File: config.mk
export PLATFORM = sky130hd
export DESIGN_NAME = timer_bank_wdog
export DESIGN_NICKNAME = d
export VERILOG_FILES = /design/src/rtl/tmr_pkg.sv /design/src/rtl/tmr_chan_regs.sv /design/src/rtl/tmr_wdog.sv /design/src/rtl/timer_bank_wdog.sv
export SDC_FILE = /design/constraint.sdc
export NUM_CORES = 1
export LEC_CHECK = 0
export ABC_AREA = 1
export CORE_MARGIN = 5
export CORE_UTILIZATION = 50
export DETAILED_ROUTE_END_ITERATION = 16
export PLACE_DENSITY_LB_ADDON = 0.12
export SETUP_SLACK_MARGIN = 0.1
export SLEW_MARGIN = 20
export SYNTH_ARGS = -nofsm -noshare
export SYNTH_HDL_FRONTEND = slang
export SYNTH_SLANG_ARGS = --single-unit
export TNS_END_PERCENT = 1
File: constraint.sdc
create_clock -name clk -period 2.5 [get_ports clk]
set_clock_uncertainty 0.15 [all_clocks]
set_input_delay 0.25 -clock clk [delete_from_list [all_inputs] [get_ports clk]]
set_output_delay 0.25 -clock clk [all_outputs]
set_load 0.1 [all_outputs]
File: src/rtl/tmr_pkg.sv
`timescale 1ns/1ps
package tmr_pkg;
  localparam int REG_W = 32;

  // word slot inside a channel, selected by address bits [3:2]
  typedef enum logic [1:0] {
    SLOT_MODE = 2'd0,
    SLOT_CINP = 2'd1,
    SLOT_PWMC = 2'd2,
    SLOT_STAT = 2'd3
  } slot_e;

  localparam int         MODE_LSB  = 8;
  localparam int         ENA_BIT   = 12;
  localparam logic [2:0] MODE_WDOG = 3'b100;
  localparam logic [7:0] SVC_KEY   = 8'hA5;

  function automatic slot_e slot_of(input logic [3:0] off);
    return slot_e'(off[3:2]);
  endfunction

  function automatic logic mode_is_wdog(input logic [REG_W-1:0] m);
    return m[ENA_BIT] && (m[MODE_LSB +: 3] == MODE_WDOG);
  endfunction

  function automatic logic key_match(input logic [REG_W-1:0] d);
    return d[7:0] == SVC_KEY;
  endfunction

  // key byte is a strobe field: never stored
  function automatic logic [REG_W-1:0] mode_store(input logic [REG_W-1:0] d);
    return {d[REG_W-1:8], 8'h00};
  endfunction
endpackage

File: src/rtl/tmr_chan_regs.sv
`timescale 1ns/1ps
module tmr_chan_regs
  import tmr_pkg::*;
#(
  parameter int CNT_W = 32
) (
  input  logic             clk,
  input  logic             rst_n,
  input  logic             wr,
  input  slot_e            slot,
  input  logic [REG_W-1:0] wdata,
  input  logic             clr_ena,
  input  logic             expired,
  output logic             wd_mode,
  output logic [CNT_W-1:0] term_cnt,
  output logic [REG_W-1:0] rdata
);
  logic [REG_W-1:0] mode_q, cinp_q, pwmc_q;

  always_ff @(posedge clk or negedge rst_n) begin
    if (!rst_n) begin
      mode_q <= '0;
      cinp_q <= '0;
      pwmc_q <= '0;
    end else begin
      if (wr && slot == SLOT_MODE) mode_q <= mode_store(wdata);
      // expiry wins over a same-edge mode write
      if (clr_ena) mode_q[ENA_BIT] <= 1'b0;
      if (wr && slot == SLOT_CINP) cinp_q <= wdata;
      if (wr && slot == SLOT_PWMC) pwmc_q <= wdata;
    end
  end

  assign wd_mode  = mode_is_wdog(mode_q);
  assign term_cnt = cinp_q[CNT_W-1:0];

  always_comb begin
    unique case (slot)
      SLOT_MODE: rdata = mode_q;
      SLOT_CINP: rdata = cinp_q;
      SLOT_PWMC: rdata = pwmc_q;
      default:   rdata = {{(REG_W-1){1'b0}}, expired};
    endcase
  end

  // counter input word only moves on its own write
  a_r2_cinp_hold: assert property (@(posedge clk) disable iff (!rst_n)
    !(wr && slot == SLOT_CINP) |=> $stable(cinp_q));
  // hardware clear always lands
  a_r7_ena_cleared: assert property (@(posedge clk) disable iff (!rst_n)
    clr_ena |=> !mode_q[ENA_BIT]);
endmodule

File: src/rtl/tmr_wdog.sv
`timescale 1ns/1ps
module tmr_wdog #(
  parameter int CNT_W = 32
) (
  input  logic             clk,
  input  logic             rst_n,
  input  logic             active,
  input  logic             svc,
  input  logic [CNT_W-1:0] tc,
  output logic             hit,
  output logic             fire,
  output logic             expired
);
  logic [CNT_W-1:0] cnt_q;

  assign hit = active && !svc && (cnt_q == tc);

  always_ff @(posedge clk or negedge rst_n) begin
    if (!rst_n) begin
      cnt_q   <= '0;
      fire    <= 1'b0;
      expired <= 1'b0;
    end else begin
      fire <= hit;
      if (hit) expired <= 1'b1;
      if (!active || svc) cnt_q <= '0;
      else if (!hit)      cnt_q <= cnt_q + 1'b1;
    end
  end

  // pulse lasts one cycle
  a_r7_one_cycle: assert property (@(posedge clk) disable iff (!rst_n)
    fire |=> !fire);
  // request only follows a cycle where the count equalled the limit
  a_r5_fire_at_tc: assert property (@(posedge clk) disable iff (!rst_n)
    fire |-> $past(cnt_q == tc));
  // service zeroes the count and blocks the request
  a_r8_svc_clears: assert property (@(posedge clk) disable iff (!rst_n)
    svc |=> (cnt_q == '0) && !fire);
  // sticky flag
  a_r11_sticky: assert property (@(posedge clk) disable iff (!rst_n)
    expired |=> expired);
endmodule

File: src/rtl/timer_bank_wdog.sv
`timescale 1ns/1ps
module timer_bank_wdog
  import tmr_pkg::*;
#(
  parameter  int N_CH   = 4,
  parameter  int CNT_W  = 32,
  localparam int CH_W   = $clog2(N_CH),
  localparam int ADDR_W = CH_W + 4
) (
  input  logic              clk,
  input  logic              rst_n,
  input  logic              bus_wr,
  input  logic [ADDR_W-1:0] bus_addr,
  input  logic [REG_W-1:0]  bus_wdata,
  output logic [REG_W-1:0]  bus_rdata,
  output logic              wdog_rst_o
);
  localparam int WD_CH = 0;

  slot_e            slot;
  logic [CH_W-1:0]  ch_sel;
  logic             wr_vec  [N_CH];
  logic             act_arr [N_CH];
  logic [CNT_W-1:0] tc_arr  [N_CH];
  logic [REG_W-1:0] rd_arr  [N_CH];

  logic wd_active, wd_svc, wd_hit, wd_fire, wd_expired;

  assign slot   = slot_of(bus_addr[3:0]);
  assign ch_sel = bus_addr[ADDR_W-1:4];

  for (genvar c = 0; c < N_CH; c++) begin : g_ch
    assign wr_vec[c] = bus_wr && (ch_sel == CH_W'(c));
    if (c == WD_CH) begin : g_wd
      tmr_chan_regs #(.CNT_W(CNT_W)) u_regs (
        .clk(clk), .rst_n(rst_n), .wr(wr_vec[c]), .slot(slot),
        .wdata(bus_wdata), .clr_ena(wd_hit), .expired(wd_expired),
        .wd_mode(act_arr[c]), .term_cnt(tc_arr[c]), .rdata(rd_arr[c]));
    end else begin : g_plain
      tmr_chan_regs #(.CNT_W(CNT_W)) u_regs (
        .clk(clk), .rst_n(rst_n), .wr(wr_vec[c]), .slot(slot),
        .wdata(bus_wdata), .clr_ena(1'b0), .expired(1'b0),
        .wd_mode(act_arr[c]), .term_cnt(tc_arr[c]), .rdata(rd_arr[c]));
    end
  end

  assign wd_active = act_arr[WD_CH];
  assign wd_svc    = wr_vec[WD_CH] && (slot == SLOT_MODE) && key_match(bus_wdata);

  tmr_wdog #(.CNT_W(CNT_W)) u_wdog (
    .clk(clk), .rst_n(rst_n), .active(wd_active), .svc(wd_svc),
    .tc(tc_arr[WD_CH]), .hit(wd_hit), .fire(wd_fire), .expired(wd_expired));

  assign bus_rdata  = rd_arr[ch_sel];
  assign wdog_rst_o = wd_fire;

  // once fired, the watchdog is no longer enabled
  a_r7_halted: assert property (@(posedge clk) disable iff (!rst_n)
    wd_fire |-> !wd_active);
  // a request needs channel 0 to have been armed
  a_r10_ch0_only: assert property (@(posedge clk) disable iff (!rst_n)
    wd_fire |-> $past(wd_active));
  // flag rises only together with a request
  a_r11_flag_cause: assert property (@(posedge clk) disable iff (!rst_n)
    $rose(wd_expired) |-> wd_fire);
endmodule

==> impl_metrics.py <==
metrics = {
    "pwr": {
        "p_int_mw": 12.5,
        "max-vdd-ir-drop_uv": 777,
        "leakagePower_nw": 10.3,
        "switching_share_pct": 30.5,
        "p_switching_mw": 5.47,
        "p_comb_share_pct": 20.5,
        "p_clk_share_pct": 34.5,
        "seqPwrFrac_pct": 45.0,
        "power.density_nw_per_um2": 809,
    },
    "cts": {
        "cts_buffer_depth": 3,
        "cts-htree-levels": 2,
        "cts_root_buf": "clkbuf_16",
        "cts_setup_buffers": 0,
        "cts_buffers": 43,
        "clkTransAtPathRegs_ns": 0.06,
        "cts_tree": "yes",
        "clock_latency_ns": 0.58,
        "clock_sinks": 386,
    },
    "global_route": {
        "antenna_found_initial": 0,
        "globalRouteOverflowTotal": 0,
        "first_global_vias": 15800,
        "grt_max_degree": 73,
        "grt_pass1_wl_mm": 87.9,
        "grt.total_usage_pct": 26.8,
    },
    "critical_path": {
        "worst_ep_required_time_ns": 2.10,
        "end_kind": "primary output",
        "crit_path_start_kind": "input port",
        "max_stage_delay_ns": 0.60,
        "crit_chain": "clkdlybuf4s50_1 > inv_2 > nor2_2 > buf_4 > o21ai_0 > nand4_1 > buf_12",
        "critical_path_arrival_ns": 1.90,
        "crit_slowest_cell": "clkdlybuf4s50_1",
        "critPathBufInv": 4,
        "crit_family": "buffers and inverters",
        "regToRegSetupSlack_ns": 0.36,
        "critPathMaxFanout": 13,
        "crit_type": "in -> out",
    },
    "die": {
        "rows": 70,
        "die_area_um2": 41100,
        "dieWidth_um": 203,
        "io_pins": 74,
        "core_area_um2": 36600,
        "die_height_um": 203,
        "start_util_pct": 50.7,
    },
    "timing": {
        "worst_slew_margin_rel_pct": 70.7,
        "fmax_mhz": 435,
        "setup_viol": 0,
        "worstMarginPinSlew_ns": 0.438,
        "hold_viol_final": 0,
        "hold_slack_ns": 0.0184,
        "grt_setup_unrepaired": "yes",
        "post-route-period-util_pct": 92.0,
        "period_minus_slack_ns": 2.30,
        "finalSetupTns_ns": 0,
        "slew_violations": 0,
    },
    "status": {
        "status": "finished clean",
    },
    "yosys": {
        "synth_top_family_by_area": "simple AND/OR/NAND/NOR gates",
        "yosysTopAreaCellShare_pct": 52.0,
        "synthAdderAreaFrac_pct": 0.0674,
        "ys_async_sr_fraction_pct": 100,
        "ys_top_cells_by_area": "dfrtp_1 52%, nand2_1 16%, o21ai_0 10%, inv_1 5.1%, nor2_1 3.0%",
        "synth_compound_area_share_pct": 13.8,
        "synth_commonest_cells": "812 x nand2_1, 386 x dfrtp_1, 376 x o21ai_0, 252 x inv_1, 147 x nor2_1",
        "syn_area_um2": 18600,
        "yosys.area_share.xor_xnor_pct": 1.75,
        "postSynthNetCount": 2443,
        "synth_most_common_cell": "nand2_1",
        "yosysWarnings": 0,
        "synth-simple-area-share_pct": 24.0,
        "netlist_instances": 2401,
        "yosysTopAreaCell": "dfrtp_1",
        "avgSynthCellArea_um2": 7.73,
        "synth-edff-count": 0,
        "yosysSeqAreaShare_pct": 52.0,
        "synth_seq_cells": 386,
        "synth_flop_cell": "dfrtp_1",
        "synthMuxAreaShare_pct": 0,
        "yosysUniqueCellTypes": 28,
    },
    "drt": {
        "dr_wl_met2_mm": 25.6,
        "ant_nets": 0,
        "wl_mm": 54.3,
        "via_per_inst": 5.52,
        "first_pass_iters": 5,
        "vias": 16400,
        "wl_met3_mm": 3.59,
        "drc": 0,
        "post_drt_wl_per_cell_um": 18.3,
        "wl_met1_mm": 23.2,
        "highest_layer": "met4",
        "drtIter0Drc": 1327,
    },
    "place": {
        "io_buffers": 71,
        "place_congestion": 0.921,
        "place_hpwl_mm": 35.2,
        "place_area_um2": 20700,
    },
    "layout": {
        "syn2layout_area_growth_pct": 19.6,
        "diodes": 0,
        "nNetsFinal": 2514,
        "fin_area_um2": 22200,
        "drive_gt1_share_pct": 8.72,
    },
    "min_path": {
        "hold_path_class": "in -> async",
    },
    "job": {
        "max-cap-violations": 0,
    },
}
-- flip-flops by register name (all words and copies together), names as in the netlist --
signal                        cells
u_wdog.expired                    1
u_wdog.cnt_q                     32
g_ch.g_wd.u_regs.term_cnt        32
g_ch.g_plain.u_regs.term_cnt     96
g_ch.g_plain.u_regs.pwmc_q       96
u_wdog.fire                       1
g_ch.g_wd.u_regs.mode_q          24
g_ch.g_wd.u_regs.pwmc_q          32
g_ch.g_plain.u_regs.mode_q       72
-- stage by stage --
step                setup WS (ns)  std cells  total power [mW]  utilization [%]
floorplan                   0.114       2401              10.5                -
global placement          -0.0210       2892              11.7             56.6
detailed placement        -0.0400       2892              11.8             56.6
CTS                         0.189       2969              18.1             60.6
global route               0.0992       2969              18.9             60.6
finish                      0.200       2969              18.0             60.6
-- per-layer routing --
metal | vias to the layer above | global-route usage [%]
met5 | - | 0
met4 | 0 | 10.4
met3 | 115 | 3.39
met2 | 621 | 43.8
met1 | 7820 | 36.7
li1 | 7820 | -
-- area by class of cell --
type | instances | area (um2)
repair buffers | 162 | 2170
fillers | 3206 | 14400
clock inverters | 9 | 108
clock buffers | 65 | 1280
well taps | 468 | 586
inverters | 255 | 960
multi-input cells | 1624 | 7440
flip-flops and latches | 386 | 9660
-- kinds of logic after synthesis --
family | after synthesis
compound gates | 478
fa+ha+maj | 1
simple gates | 1108
buf+inv | 391
flops | 386
xor+xnor | 37
-- final timing paths --
check | startpoint | to | depth (start not counted)
worst max-delay path | bus_addr[5] | bus_rdata[12] | 7
worst min-delay path | rst_n | g_ch[1].g_plain.u_regs.pwmc_q[6]$_DFFE_PN0P_ | 2
worst max register to register | u_wdog.cnt_q[0]$_DFFE_PN0P_ | u_wdog.cnt_q[12]$_DFFE_PN0P_ | 9
worst min register to register | u_wdog.expired$_DFFE_PN0P_ | u_wdog.expired$_DFFE_PN0P_ | 2
max in group asynchronous | rst_n | u_wdog.cnt_q[20]$_DFFE_PN0P_ | 3
min in group clk | bus_wdata[9] | g_ch[2].g_plain.u_regs.pwmc_q[9]$_DFFE_PN0P_ | 3
-- worst reg2reg max path, cell delays in order, from the launching register on --
cell and delay [ns]:
dfrtp_1 0.46, ha_1 0.33, nand2_1 0.08, nor2_1 0.33, inv_1 0.08, nor2_1 0.25
xor2_1 0.18, nor2_1 0.06, nand2_1 0.06, nand2_1 0.05
-- repair_timing --
item / CTS / global route
setup endpoints to repair: 32 / 5
pin swaps: 7 / 0
endpoints found under the hold margin: 386 / 0
hold buffers: 1 / 0
gates cloned: 2 / 0
resized for setup: 10 / 1
-- power groups by stage --
| stage | clock network [mW] | registers [mW] | logic (mW) |
|---|---|---|---|
| 2_1_floorplan | 0 | 8.00 | 2.45 |
| 3_3_place_gp | 0 | 8.14 | 3.56 |
| 3_5_place_dp | 0 | 8.18 | 3.65 |
| 4_1_cts | 6.32 | 8.08 | 3.71 |
| 5_1_grt | 6.57 | 8.21 | 4.12 |
| 6_report | 6.20 | 8.08 | 3.69 |
-- cells in the final DEF, fill, tap and decap left out, types with 2 or more instances in the layout --
cell type	instances
xnor2_1	28
o211ai_1	2
clkbuf_16	43
nand4_1	67
o22ai_1	55
o221ai_1	11
clkdlybuf4s50_1	35
nand3_2	3
dlygate4sd2_1	2
nand2_1	808
inv_2	5
xor2_1	9
clkinv_2	5
a22o_1	11
dfrtp_1	386
nor2_1	142
nand3_1	67
nor2_2	7
a21oi_1	9
buf_4	56
clkbuf_1	10
nand2_2	4
inv_1	249
o21ai_0	374
buf_12	64
nor2_4	7
clkinv_8	2
clkbuf_8	12
o21ai_1	14
(Power assumes the default switching activity.)
